==> src/rtl/irq_aggr_pkg.sv <==
package irq_aggr_pkg;
  localparam int WORD_W  = 32;
  localparam int MAX_SRC = 64;

  localparam logic [31:0] OFF_EN_LO  = 32'h00;
  localparam logic [31:0] OFF_EN_HI  = 32'h04;
  localparam logic [31:0] OFF_MSK_LO = 32'h08;
  localparam logic [31:0] OFF_MSK_HI = 32'h0C;
  localparam logic [31:0] OFF_ST_LO  = 32'h30;
  localparam logic [31:0] OFF_ST_HI  = 32'h34;

  typedef enum logic [2:0] {
    SEL_NONE,
    SEL_EN_LO,
    SEL_EN_HI,
    SEL_MSK_LO,
    SEL_MSK_HI,
    SEL_ST_LO,
    SEL_ST_HI
  } reg_sel_e;

  // full-address compare: misaligned accesses fall to SEL_NONE
  function automatic reg_sel_e addr_decode(input logic [31:0] a);
    case (a)
      OFF_EN_LO:  return SEL_EN_LO;
      OFF_EN_HI:  return SEL_EN_HI;
      OFF_MSK_LO: return SEL_MSK_LO;
      OFF_MSK_HI: return SEL_MSK_HI;
      OFF_ST_LO:  return SEL_ST_LO;
      OFF_ST_HI:  return SEL_ST_HI;
      default:    return SEL_NONE;
    endcase
  endfunction
endpackage

==> src/rtl/irq_aggr_bank.sv <==
module irq_aggr_bank #(
  parameter int CNT = 32
) (
  input  logic        clk_i,
  input  logic        rst_ni,
  input  logic        en_we_i,
  input  logic        msk_we_i,
  input  logic [31:0] wdata_i,
  input  logic [31:0] src_i,
  output logic [31:0] en_o,
  output logic [31:0] msk_o,
  output logic [31:0] stat_o
);
  localparam logic [31:0] IMPL_W = (CNT >= 32) ? 32'hFFFF_FFFF : ((32'd1 << CNT) - 32'd1);

  logic [31:0] en_q, msk_q;

  // constant-zero bits beyond CNT let synthesis drop those flops
  always_ff @(posedge clk_i or negedge rst_ni) begin
    if (!rst_ni) begin
      en_q  <= '0;
      msk_q <= '0;
    end else begin
      if (en_we_i)  en_q  <= wdata_i & IMPL_W;
      if (msk_we_i) msk_q <= wdata_i & IMPL_W;
    end
  end

  assign en_o   = en_q;
  assign msk_o  = msk_q;
  assign stat_o = src_i & en_q & ~msk_q & IMPL_W;
endmodule

==> src/rtl/irq_aggr_rdmux.sv <==
module irq_aggr_rdmux
  import irq_aggr_pkg::*;
(
  input  logic        rd_en_i,
  input  reg_sel_e    sel_i,
  input  logic [31:0] en_lo_i,
  input  logic [31:0] en_hi_i,
  input  logic [31:0] msk_lo_i,
  input  logic [31:0] msk_hi_i,
  input  logic [31:0] st_lo_i,
  input  logic [31:0] st_hi_i,
  output logic [31:0] rdata_o
);
  always_comb begin
    rdata_o = '0;
    if (rd_en_i) begin
      case (sel_i)
        SEL_EN_LO:  rdata_o = en_lo_i;
        SEL_EN_HI:  rdata_o = en_hi_i;
        SEL_MSK_LO: rdata_o = msk_lo_i;
        SEL_MSK_HI: rdata_o = msk_hi_i;
        SEL_ST_LO:  rdata_o = st_lo_i;
        SEL_ST_HI:  rdata_o = st_hi_i;
        default:    rdata_o = '0;
      endcase
    end
  end
endmodule

==> src/rtl/irq_aggr_combine.sv <==
module irq_aggr_combine #(
  parameter int N = 64
) (
  input  logic         clk_i,
  input  logic         rst_ni,
  input  logic [N-1:0] stat_i,
  output logic         irq_o
);
  logic irq_q;

  always_ff @(posedge clk_i or negedge rst_ni) begin
    if (!rst_ni) irq_q <= 1'b0;
    else         irq_q <= |stat_i;
  end

  assign irq_o = irq_q;
endmodule

==> src/rtl/irq_aggr_apb.sv <==
module irq_aggr_apb
  import irq_aggr_pkg::*;
#(
  parameter int NUM_SRC = 40,
  parameter int ADDR_W  = 8
) (
  input  logic               clk_i,
  input  logic               rst_ni,
  input  logic               psel_i,
  input  logic               penable_i,
  input  logic               pwrite_i,
  input  logic [ADDR_W-1:0]  paddr_i,
  input  logic [31:0]        pwdata_i,
  output logic [31:0]        prdata_o,
  output logic               pready_o,
  output logic               pslverr_o,
  input  logic [NUM_SRC-1:0] irq_src_i,
  output logic               irq_o
);
  localparam int NUM_WORDS = (NUM_SRC > WORD_W) ? 2 : 1;

  logic [31:0] addr_ext;
  reg_sel_e    sel;
  logic        wr_en, rd_en;

  logic [1:0][31:0] en_w, msk_w, st_w;
  logic [1:0]       en_we, msk_we;

  always_comb begin
    addr_ext = 32'(paddr_i);
    sel      = addr_decode(addr_ext);
  end

  assign wr_en = psel_i & penable_i & pwrite_i;
  assign rd_en = psel_i & ~pwrite_i;

  assign en_we[0]  = wr_en & (sel == SEL_EN_LO);
  assign en_we[1]  = wr_en & (sel == SEL_EN_HI);
  assign msk_we[0] = wr_en & (sel == SEL_MSK_LO);
  assign msk_we[1] = wr_en & (sel == SEL_MSK_HI);

  for (genvar w = 0; w < 2; w++) begin : g_word
    if (w < NUM_WORDS) begin : g_bank
      localparam int LO  = w * WORD_W;
      localparam int CNT = ((NUM_SRC - LO) > WORD_W) ? WORD_W : (NUM_SRC - LO);
      logic [31:0] src_w;
      assign src_w = 32'(irq_src_i[LO +: CNT]);

      irq_aggr_bank #(.CNT(CNT)) u_bank (
        .clk_i   (clk_i),
        .rst_ni  (rst_ni),
        .en_we_i (en_we[w]),
        .msk_we_i(msk_we[w]),
        .wdata_i (pwdata_i),
        .src_i   (src_w),
        .en_o    (en_w[w]),
        .msk_o   (msk_w[w]),
        .stat_o  (st_w[w])
      );
    end else begin : g_empty
      assign en_w[w]  = '0;
      assign msk_w[w] = '0;
      assign st_w[w]  = '0;
    end
  end

  irq_aggr_rdmux u_rdmux (
    .rd_en_i (rd_en),
    .sel_i   (sel),
    .en_lo_i (en_w[0]),
    .en_hi_i (en_w[1]),
    .msk_lo_i(msk_w[0]),
    .msk_hi_i(msk_w[1]),
    .st_lo_i (st_w[0]),
    .st_hi_i (st_w[1]),
    .rdata_o (prdata_o)
  );

  irq_aggr_combine #(.N(64)) u_combine (
    .clk_i (clk_i),
    .rst_ni(rst_ni),
    .stat_i({st_w[1], st_w[0]}),
    .irq_o (irq_o)
  );

  assign pready_o  = 1'b1;
  assign pslverr_o = 1'b0;
endmodule

==> config.mk <==
export PLATFORM = sky130hd
export DESIGN_NAME = irq_aggr_apb
export DESIGN_NICKNAME = d
export VERILOG_FILES = /design/src/rtl/irq_aggr_pkg.sv /design/src/rtl/irq_aggr_bank.sv /design/src/rtl/irq_aggr_rdmux.sv /design/src/rtl/irq_aggr_combine.sv /design/src/rtl/irq_aggr_apb.sv
export SDC_FILE = /design/constraint.sdc
export NUM_CORES = 1
export LEC_CHECK = 0
export ABC_AREA = 1
export BUFFER_PORTS_ARGS = -buffer_cell sky130_fd_sc_hd__buf_2
export CAP_MARGIN = 20
export CORE_MARGIN = 10
export CORE_UTILIZATION = 45
export DETAILED_ROUTE_END_ITERATION = 8
export HOLD_SLACK_MARGIN = 0.1
export PLACE_DENSITY = 0.68
export SLEW_MARGIN = 20
export SYNTH_ARGS = -nofsm -noshare
export SYNTH_HDL_FRONTEND = slang
export SYNTH_SLANG_ARGS = --single-unit
==> constraint.sdc <==
create_clock -name clk_i -period 1.4 [get_ports clk_i]
set_clock_uncertainty 0.05 [all_clocks]
set_input_delay 0.07 -clock clk_i [delete_from_list [all_inputs] [get_ports clk_i]]
set_output_delay 0.07 -clock clk_i [all_outputs]
set_load 0.1 [all_outputs]
==> results of run 1 <==
==> worst min-delay path: stages <==
cell	delay (ns)
dlygate4sd3_1	0.53
buf_4	0.14
buf_12	0.21
==> worst max-delay path by stage <==
stage	depth (start not counted)	slack, ns	start	end
3_3_place_gp	10	-0.09	paddr_i[7]	prdata_o[1]
2_1_floorplan	8	-0.13	paddr_i[7]	prdata_o[2]
3_5_place_dp	11	-0.12	paddr_i[7]	prdata_o[27]
5_1_grt	7	-0.35	g_word[0].g_bank.u_bank.msk_o[5]$_DFFE_PN0P_	prdata_o[5]
4_1_cts	7	-0.27	g_word[0].g_bank.u_bank.msk_o[5]$_DFFE_PN0P_	prdata_o[5]
6_report	7	-0.28	g_word[0].g_bank.u_bank.msk_o[1]$_DFFE_PN0P_	prdata_o[1]
==> power by group through the flow <==
stage / logic (mW) / registers [mW] / clock network, mW
after floorplan: 0.202 / 2.50 / 0
after global placement: 0.526 / 2.47 / 0
after detailed placement: 0.536 / 2.47 / 0
after CTS: 0.695 / 2.43 / 1.91
after global routing: 0.803 / 2.44 / 2.00
final: 0.751 / 2.43 / 1.90
==> synth_stat cells, drive strengths merged <==
master | n | area share [%]
nand2 | 141 | 12
nand3b | 6 | 0.95
o21ai | 65 | 6.8
nor3 | 17 | 2.0
a21oi | 35 | 4.2
dfrtp | 81 | 43
nor2 | 120 | 11
clkbuf | 6 | 0.47
inv | 79 | 6.2
buf | 26 | 3.5
conb | 2 | 0.16
nand4 | 2 | 0.26
nand3 | 93 | 10
==> cell type report <==
type,count,area share [%]
diodes,1,0.0298
clock buffers,11,1.57
clock inverters,5,0.955
multi-input cells,481,36.5
flip-flops and latches,81,24.2
repair buffers,266,30.7
well taps,136,2.03
inverters,79,4.06
==> routing by layer <==
metal	vias to the layer above	part of all wire (%)	wire length, um
met4	0	3.6	703
met2	300	49	9460
met1	2698	39	7560
li1	2641	-	-
met3	70	8.0	1550
met5	-	0	0
==> registers in the layout, indices dropped and copies added (netlist names) <==
signal / flops
g_word.g_bank.u_bank.en_o: 40
u_combine.irq_o: 1
g_word.g_bank.u_bank.msk_o: 40
==> cell families after synthesis <==
| logic type | count (synthesis) |
|---|---|
| compound gates | 100 |
| buf+inv | 111 |
| flops | 81 |
| other cells | 2 |
| simple gates | 379 |
==> repair_timing <==
action	CTS	global route
resized for setup	139	57
endpoints found under the setup margin	32	34
hold buffers	33	0
pin swaps	77	40
setup buffers	57	18
gates cloned	3	0
endpoints found under the hold margin	162	0
==> results.toml, run 1 <==
[global_route]
grt_pass1_wl_mm = 29.7
busiest_layer = "met2"
use_met2_pct = 41.2
gr-usage-met3_pct = 5.92
grt_max_degree = 48
grtUsageTotal_pct = 24.8
met1_usage_pct = 30.2
antenna_found_initial = 1
gr-total-overflow = 0
first_global_vias = 5985

[yosys]
syn_avg_cell_area_sq_um = 7.06
synthAdderAreaFrac_pct = 0
synth_cells = 673
syn-num-nets = 758
synth_compound_area_share_pct = 11.0
syn_area_sq_um = 4750
yosys.area_share.simple_pct = 35.9
synth_cell_types = 25
synth_top_family_by_area = "simple AND/OR/NAND/NOR gates"
yosys_warnings = 0
synth_xor_area_share_pct = 0
synth_mux_area_share_pct = 0
ys_seq_elements = 81
yosysSeqAreaShare_pct = 42.7

[clock_tree]
path_clk_slew_ns = 0.08
cts_made_buffers = 9
tritoncts = "yes"
root_buffer = "clkbuf_8"
clkLatencyLatePin_ns = 0.38
clk_path_buf_depth = 2
cts_max_level = 3
clock-sinks = 81

[die]
core_area_sq_um = 10300
die_h_um = 123
die_area_sq_um = 15100
rows = 37
io_pins = 120
die_w_um = 123
initial_utilization_pct = 46.0

[power]
totalPowerFinal_mw = 5.08
ir_drop_mv = 0.715
powerDensity_nw_per_um2 = 606
power_frac_comb_pct = 14.8
p_int_mw = 3.72
seqPwrFrac_pct = 47.9
p_leak_nw = 3.95
p_sw_mw = 1.36
p_sw_share_pct = 26.7
p_clk_share_pct = 37.3

[outcome]
violations = "negative setup slack"
outcome = "complete, but fails checks"

[sta]
fin_crit_sh_pct = 120
final-hold-violation-count = 0
holdWs_ns = 0.153
finalWorstSetupSlack_ns = -0.282
maxSlewViolCount = 0
fmax_ghz = 0.595
setup_viol = 33
grt_setup_unrepaired = "yes"
tns_ns = -5.37
period_minus_slack_ns = 1.68

[worst_setup_path]
slowest_delay_ns = 0.40
path_class = "reg2out"
path_delay_family = "buffers and inverters"
cp_max_fo = 2
rr_startpoint = "g_word[0].g_bank.u_bank.en_o[28]$_DFFE_PN0P_"
crit_slowest_cell = "dfrtp_1"
r2r_end = "u_combine.irq_o$_DFF_PN0_"
endpoint_kind = "output port"
cp_cell_sequence = "buf_4 -> buf_4 -> nand3_1 -> nand2_1 -> nor2_2 -> a21oi_4 -> buf_12"
cp_data_arrival_time_ns = 1.56
regToRegSetupSlack_ns = -0.07
crit_top_cell = "buf_4"
timing.critical_path.buf_inv = 3
cp.required_ns = 1.28
start_kind = "flip-flop"
reg2regPathDepth = 7

[detailed_routing]
firstDrtPassIters = 5
num_vias = 5709
drt_iter0_markers = 581
vias_per_cell = 5.39
drc = 0
routed_wl_mm = 19.3
antenna_left = 0
wl_per_cell_um = 18.2

[place]
dp_hpwl_mm = 11.5
place_area_sq_um = 6690
gp_congestion = 0.913
portBuffers = 117
place_inst = 947
place_ws_ns = -0.119

[final_layout]
final_common_cell = "nand2_1"
finalCoreUtilization_pct = 81.2
stdcell_area_sq_um = 8390
layout-drive-gt1-share_pct = 49.0
multi_input_area_sq_um = 3060
register_area_sq_um = 2030
final_nets = 1003
final_cell_mix = "nand2_1, buf_4, dfrtp_1"
area_growth_pct = 76.5
fillCellCount = 613
instances_no_fill = 1060

[worst_hold_path]
hold_path.class = "in2async"

[run]
drv_cap = 0
(Power assumes the default switching activity.)
==> run 2, diff against run 1 <==
--- a/config.mk
+++ b/config.mk
@@ -13,6 +13,7 @@
 export DETAILED_ROUTE_END_ITERATION = 8
 export HOLD_SLACK_MARGIN = 0.1
 export PLACE_DENSITY = 0.68
+export SKIP_CTS_REPAIR_TIMING = 1
 export SLEW_MARGIN = 20
 export SYNTH_ARGS = -nofsm -noshare
 export SYNTH_HDL_FRONTEND = slang
==> run 2 against run 1 <==
  * The run still ends with negative setup slack left
  * Final area fell by 5.2%
  * Combinational power shrank 10%
  * Register-to-register slack improved by 0.18 ns
  * Critical path depth stayed put
  * Sequential share of layout area rose by 1.3 points
  * Clock power barely moved
  * Non-clock buffer count shrank 31
  * Clock-buffer cell count stayed put
  * Global-route usage down 4.1 points
  * First-iteration DRC count fell by 22%
==> results.toml, run 2 (same netlist as run 1, synthesis figures left out) <==
[detailed_routing]
firstDrtPassIters = 5
drt_iter0_markers = 452
antenna_left = 0
drc = 0
num_vias = 5433
vias_per_cell = 5.29
wl_per_cell_um = 16.8
routed_wl_mm = 17.2

[final_layout]
final_cell_mix = "nand2_1, buf_2, dfrtp_1"
diodes = 0
fillCellCount = 696
area_growth_pct = 67.4
final_common_cell = "nand2_1"
stdcell_area_sq_um = 7950
layout-drive-gt1-share_pct = 46.4
multi_input_area_sq_um = 3030
final_nets = 972
register_area_sq_um = 2030

[sta]
setup_viol = 32
maxSlewViolCount = 0
finalWorstSetupSlack_ns = -0.317
period_minus_slack_ns = 1.72
fmax_ghz = 0.582
final-hold-violation-count = 0
holdWs_ns = 0.0761
grt_setup_unrepaired = "yes"
fin_crit_sh_pct = 123

[worst_setup_path]
cp_data_arrival_time_ns = 1.60
slowest_delay_ns = 0.39
cp.required_ns = 1.28
r2r_end = "u_combine.irq_o$_DFF_PN0_"
rr_startpoint = "g_word[1].g_bank.u_bank.en_o[3]$_DFFE_PN0P_"
start_kind = "flip-flop"
timing.critical_path.buf_inv = 2
reg2regPathDepth = 7
path_delay_family = "simple AND/OR/NAND/NOR gates"
regToRegSetupSlack_ns = 0.11
endpoint_kind = "output port"
crit_slowest_cell = "dfrtp_1"
cp_max_fo = 2
cp_cell_sequence = "inv_1 -> nand3_1 -> nand3b_1 -> nand2_1 -> nor2_2 -> a21oi_4 -> buf_12"
path_class = "reg2out"

[power]
p_leak_nw = 3.72
ir_drop_mv = 0.578
powerDensity_nw_per_um2 = 628
totalPowerFinal_mw = 4.99

[global_route]
grt_pass1_wl_mm = 24.8
grt_max_degree = 48
first_global_vias = 4984
gr-total-overflow = 0
antenna_found_initial = 0
grtUsageTotal_pct = 20.8

[clock_tree]
tritoncts = "yes"
clkLatencyLatePin_ns = 0.38
cts_made_buffers = 9
clock-sinks = 81
root_buffer = "clkbuf_8"
path_clk_slew_ns = 0.09
clk_path_buf_depth = 2
cts_max_level = 3

[die]
die_w_um = 123
die_h_um = 123
rows = 37
core_area_sq_um = 10300
die_area_sq_um = 15100
initial_utilization_pct = 46.0
io_pins = 120

[worst_hold_path]
hold_path.class = "in2reg"
min_path_cells = 5
min_to = "u_combine.irq_o$_DFF_PN0_"
min-delay-start = "irq_src_i[16]"

[outcome]
violations = "negative setup slack"
outcome = "complete, but fails checks"

[place]
dp_hpwl_mm = 11.5
portBuffers = 117
place_ws_ns = -0.119
place_area_sq_um = 6690
gp_congestion = 0.913

[run]
drv_cap = 0
[run 2: cell count changes in the layout (fill, tap and decap cells not counted), sizes merged]
cell / delta
buf: -31
diode: -1
[run 2: stage by stage]
step / utilization [%] / TNS (ns) / std cells
after global placement: 64.8 / -4.48 / 947
after global routing: 77.0 / -7.42 / 1028
final: 77.0 / -5.16 / 1028
after CTS: 66.8 / -8.75 / 963
after detailed placement: 64.8 / -6.45 / 947
after floorplan: - / -2.83 / 673
[run 2: worst max path at each step]
| stage | from | slack, ns | depth (start not counted) | to |
|---|---|---|---|---|
| final | g_word[1].g_bank.u_bank.msk_o[5]$_DFFE_PN0P_ | -0.32 | 7 | prdata_o[5] |
| after detailed placement | paddr_i[7] | -0.12 | 11 | prdata_o[27] |
| after floorplan | paddr_i[7] | -0.13 | 8 | prdata_o[2] |
| after global routing | g_word[1].g_bank.u_bank.msk_o[5]$_DFFE_PN0P_ | -0.41 | 7 | prdata_o[5] |
| after CTS | g_word[0].g_bank.u_bank.msk_o[31]$_DFFE_PN0P_ | -0.35 | 7 | prdata_o[31] |
| after global placement | paddr_i[7] | -0.09 | 10 | prdata_o[1] |
[run 2: worst reg2reg max path, delay by kind of cell, from the launching register on]
kind,cells,cell delay (ns)
DFF,1,0.41
and+or+nand+nor,6,0.61
buffers and inverters,1,0.11
[run 2: metal layers]
layer | up-vias | track usage [%] | share of wire [%]
met5 | - | 0 | 0
met1 | 2557 | 26.8 | 41
li1 | 2586 | - | -
met4 | 0 | 6.26 | 2.5
met2 | 239 | 33.1 | 49
met3 | 51 | 5.83 | 7.3
[run 2: report_power, final]
group          internal, mW  switching [mW]  total, mW
clock network          1.00           0.884       1.89
logic                 0.278           0.395      0.674
registers              2.39          0.0410       2.43
[run 2: final cells by class]
type / instances / area share [%]
Timing Repair Buffer: 235 / 27.4
Tap cell: 136 / 2.14
Clock buffer: 11 / 1.65
Sequential cell: 81 / 25.5
Inverter: 79 / 4.19
Multi-Input combinational cell: 481 / 38.1
Clock inverter: 5 / 1.01
==> run 3, diff against run 2 <==
--- a/config.mk
+++ b/config.mk
@@ -8,11 +8,13 @@
 export ABC_AREA = 1
 export BUFFER_PORTS_ARGS = -buffer_cell sky130_fd_sc_hd__buf_2
 export CAP_MARGIN = 20
+export CELL_PAD_IN_SITES_DETAIL_PLACEMENT = 1
+export CELL_PAD_IN_SITES_GLOBAL_PLACEMENT = 1
 export CORE_MARGIN = 10
-export CORE_UTILIZATION = 45
+export CORE_UTILIZATION = 38
 export DETAILED_ROUTE_END_ITERATION = 8
 export HOLD_SLACK_MARGIN = 0.1
-export PLACE_DENSITY = 0.68
+export PLACE_DENSITY = 0.8
 export SKIP_CTS_REPAIR_TIMING = 1
 export SLEW_MARGIN = 20
 export SYNTH_ARGS = -nofsm -noshare
==> run 3 against run 2 <==
  * Die area increased by 15%
  * Critical path type unchanged
  * Critical endpoint is now prdata_o[1]
  * Sequential share of layout area down 0.62 points
  * The flow still finishes with violations (negative setup slack)
  * Register-to-register slack got worse by 0.23 ns
  * Highest routed layer unchanged
  * Largest cell class unchanged
  * Largest power group is now the clock network
==> results.toml, run 3 (same netlist as run 1, synthesis figures left out) <==
[detailed_routing]
num_vias = 5952
wl_per_cell_um = 23.9
drt_iter0_markers = 451
drc = 0
antenna_left = 0
routed_wl_mm = 25.1
vias_per_cell = 5.67
firstDrtPassIters = 5

[final_layout]
multi_input_area_sq_um = 2990
layout-drive-gt1-share_pct = 45.4
final_cell_mix = "nand2_1, dfrtp_1, buf_2"
register_area_sq_um = 2030
area_growth_pct = 71.5
final_nets = 961
final_common_cell = "nand2_1"
fillCellCount = 1404
finalCoreUtilization_pct = 67.3

[clock_tree]
tritoncts = "yes"
clk_path_buf_depth = 2
root_buffer = "clkbuf_16"
cts_made_buffers = 9
path_clk_slew_ns = 0.07
clkLatencyLatePin_ns = 0.36
cts_max_level = 3
clock-sinks = 81

[die]
initial_utilization_pct = 39.2
core_area_sq_um = 12100
die_area_sq_um = 17400
io_pins = 120
die_h_um = 132
die_w_um = 132
rows = 40

[global_route]
gr-total-overflow = 0
first_global_vias = 5835
grtUsageTotal_pct = 21.7
grt_pass1_wl_mm = 30.9
grt_max_degree = 39
antenna_found_initial = 1

[sta]
final-hold-violation-count = 0
fin_crit_sh_pct = 125
finalWorstSetupSlack_ns = -0.352
tns_ns = -7.02
holdWs_ns = 0.107
grt_setup_unrepaired = "yes"
period_minus_slack_ns = 1.75
fmax_ghz = 0.571
setup_viol = 33
maxSlewViolCount = 0

[outcome]
outcome = "complete, but fails checks"
violations = "negative setup slack"

[worst_setup_path]
start_kind = "flip-flop"
path_class = "reg2out"
cp.required_ns = 1.28
endpoint_kind = "output port"
rr_startpoint = "g_word[0].g_bank.u_bank.en_o[18]$_DFFE_PN0P_"
r2r_end = "u_combine.irq_o$_DFF_PN0_"
reg2regPathDepth = 6
regToRegSetupSlack_ns = -0.12
cp_data_arrival_time_ns = 1.63
cp_max_fo = 2

[power]
p_leak_nw = 3.78
ir_drop_mv = 0.593
totalPowerFinal_mw = 6.02
powerDensity_nw_per_um2 = 738

[run]
drv_cap = 0

[worst_hold_path]
hold_path.class = "in2async"

[place]
gp_congestion = 0.867
dp_hpwl_mm = 14.0
place_ws_ns = -0.176
portBuffers = 117
run 3: changes by cell type in the layout (fill, tap and decap cells not counted), moves of 3 or more:
cell	change
nor2_4	-4
nor3_2	+6
buf_12	+3
nand2_1	-5
nor2_1	+10
buf_2	-5
nor2_2	-6
clkbuf_16	+11
clkbuf_8	-9
nor3_4	-6
buf_4	-16
run 3: report_power, final:
group / total [mW] / internal, mW / switching [mW]
Combinational: 0.753 / 0.300 / 0.453
Sequential: 2.44 / 2.39 / 0.0478
Clock: 2.82 / 1.75 / 1.08
run 3: per-stage QoR:
stage | instances | cell area, sq um
finish | 1050 | 8150
global route | 1050 | 8150
CTS | 992 | 7040
detailed placement | 976 | 6700
global placement | 976 | 6700
floorplan | 673 | 5130
run 3: metal layers:
| layer | global-route usage [%] | routed length, um | vias up |
|---|---|---|---|
| met5 | 0 | 0 | - |
| met4 | 7.66 | 1130 | 0 |
| met3 | 4.69 | 1560 | 85 |
| met2 | 38.0 | 13200 | 310 |
| met1 | 25.4 | 9280 | 2995 |
| li1 | - | - | 2562 |
run 3: layout make-up:
class                   instances  share of cell area (%)
diodes                          1                  0.0307
clock buffers                  11                    2.85
clock inverters                 5                    1.27
inverters                      79                    4.27
multi-input cells             481                    36.7
flip-flops and latches         81                    24.9
well taps                     168                    2.58
repair buffers                224                    27.4
run 3: how the worst max path moves through the flow:
stage / slack [ns] / from / end
finish: -0.35 / g_word[0].g_bank.u_bank.msk_o[1]$_DFFE_PN0P_ / prdata_o[1]
global route: -0.40 / g_word[0].g_bank.u_bank.en_o[3]$_DFFE_PN0P_ / prdata_o[3]
CTS: -0.43 / g_word[1].g_bank.u_bank.msk_o[7]$_DFFE_PN0P_ / prdata_o[7]
detailed placement: -0.18 / paddr_i[7] / prdata_o[30]
global placement: -0.14 / paddr_i[7] / prdata_o[24]
floorplan: -0.13 / paddr_i[7] / prdata_o[2]
run 3: critical path, stage by stage, from the launching register on:
cell	delay, ns
dfrtp_1	0.40
inv_2	0.08
nand3_2	0.07
nand3b_1	0.18
nand2_1	0.11
nor2_2	0.06
a21oi_4	0.18
buf_12	0.19
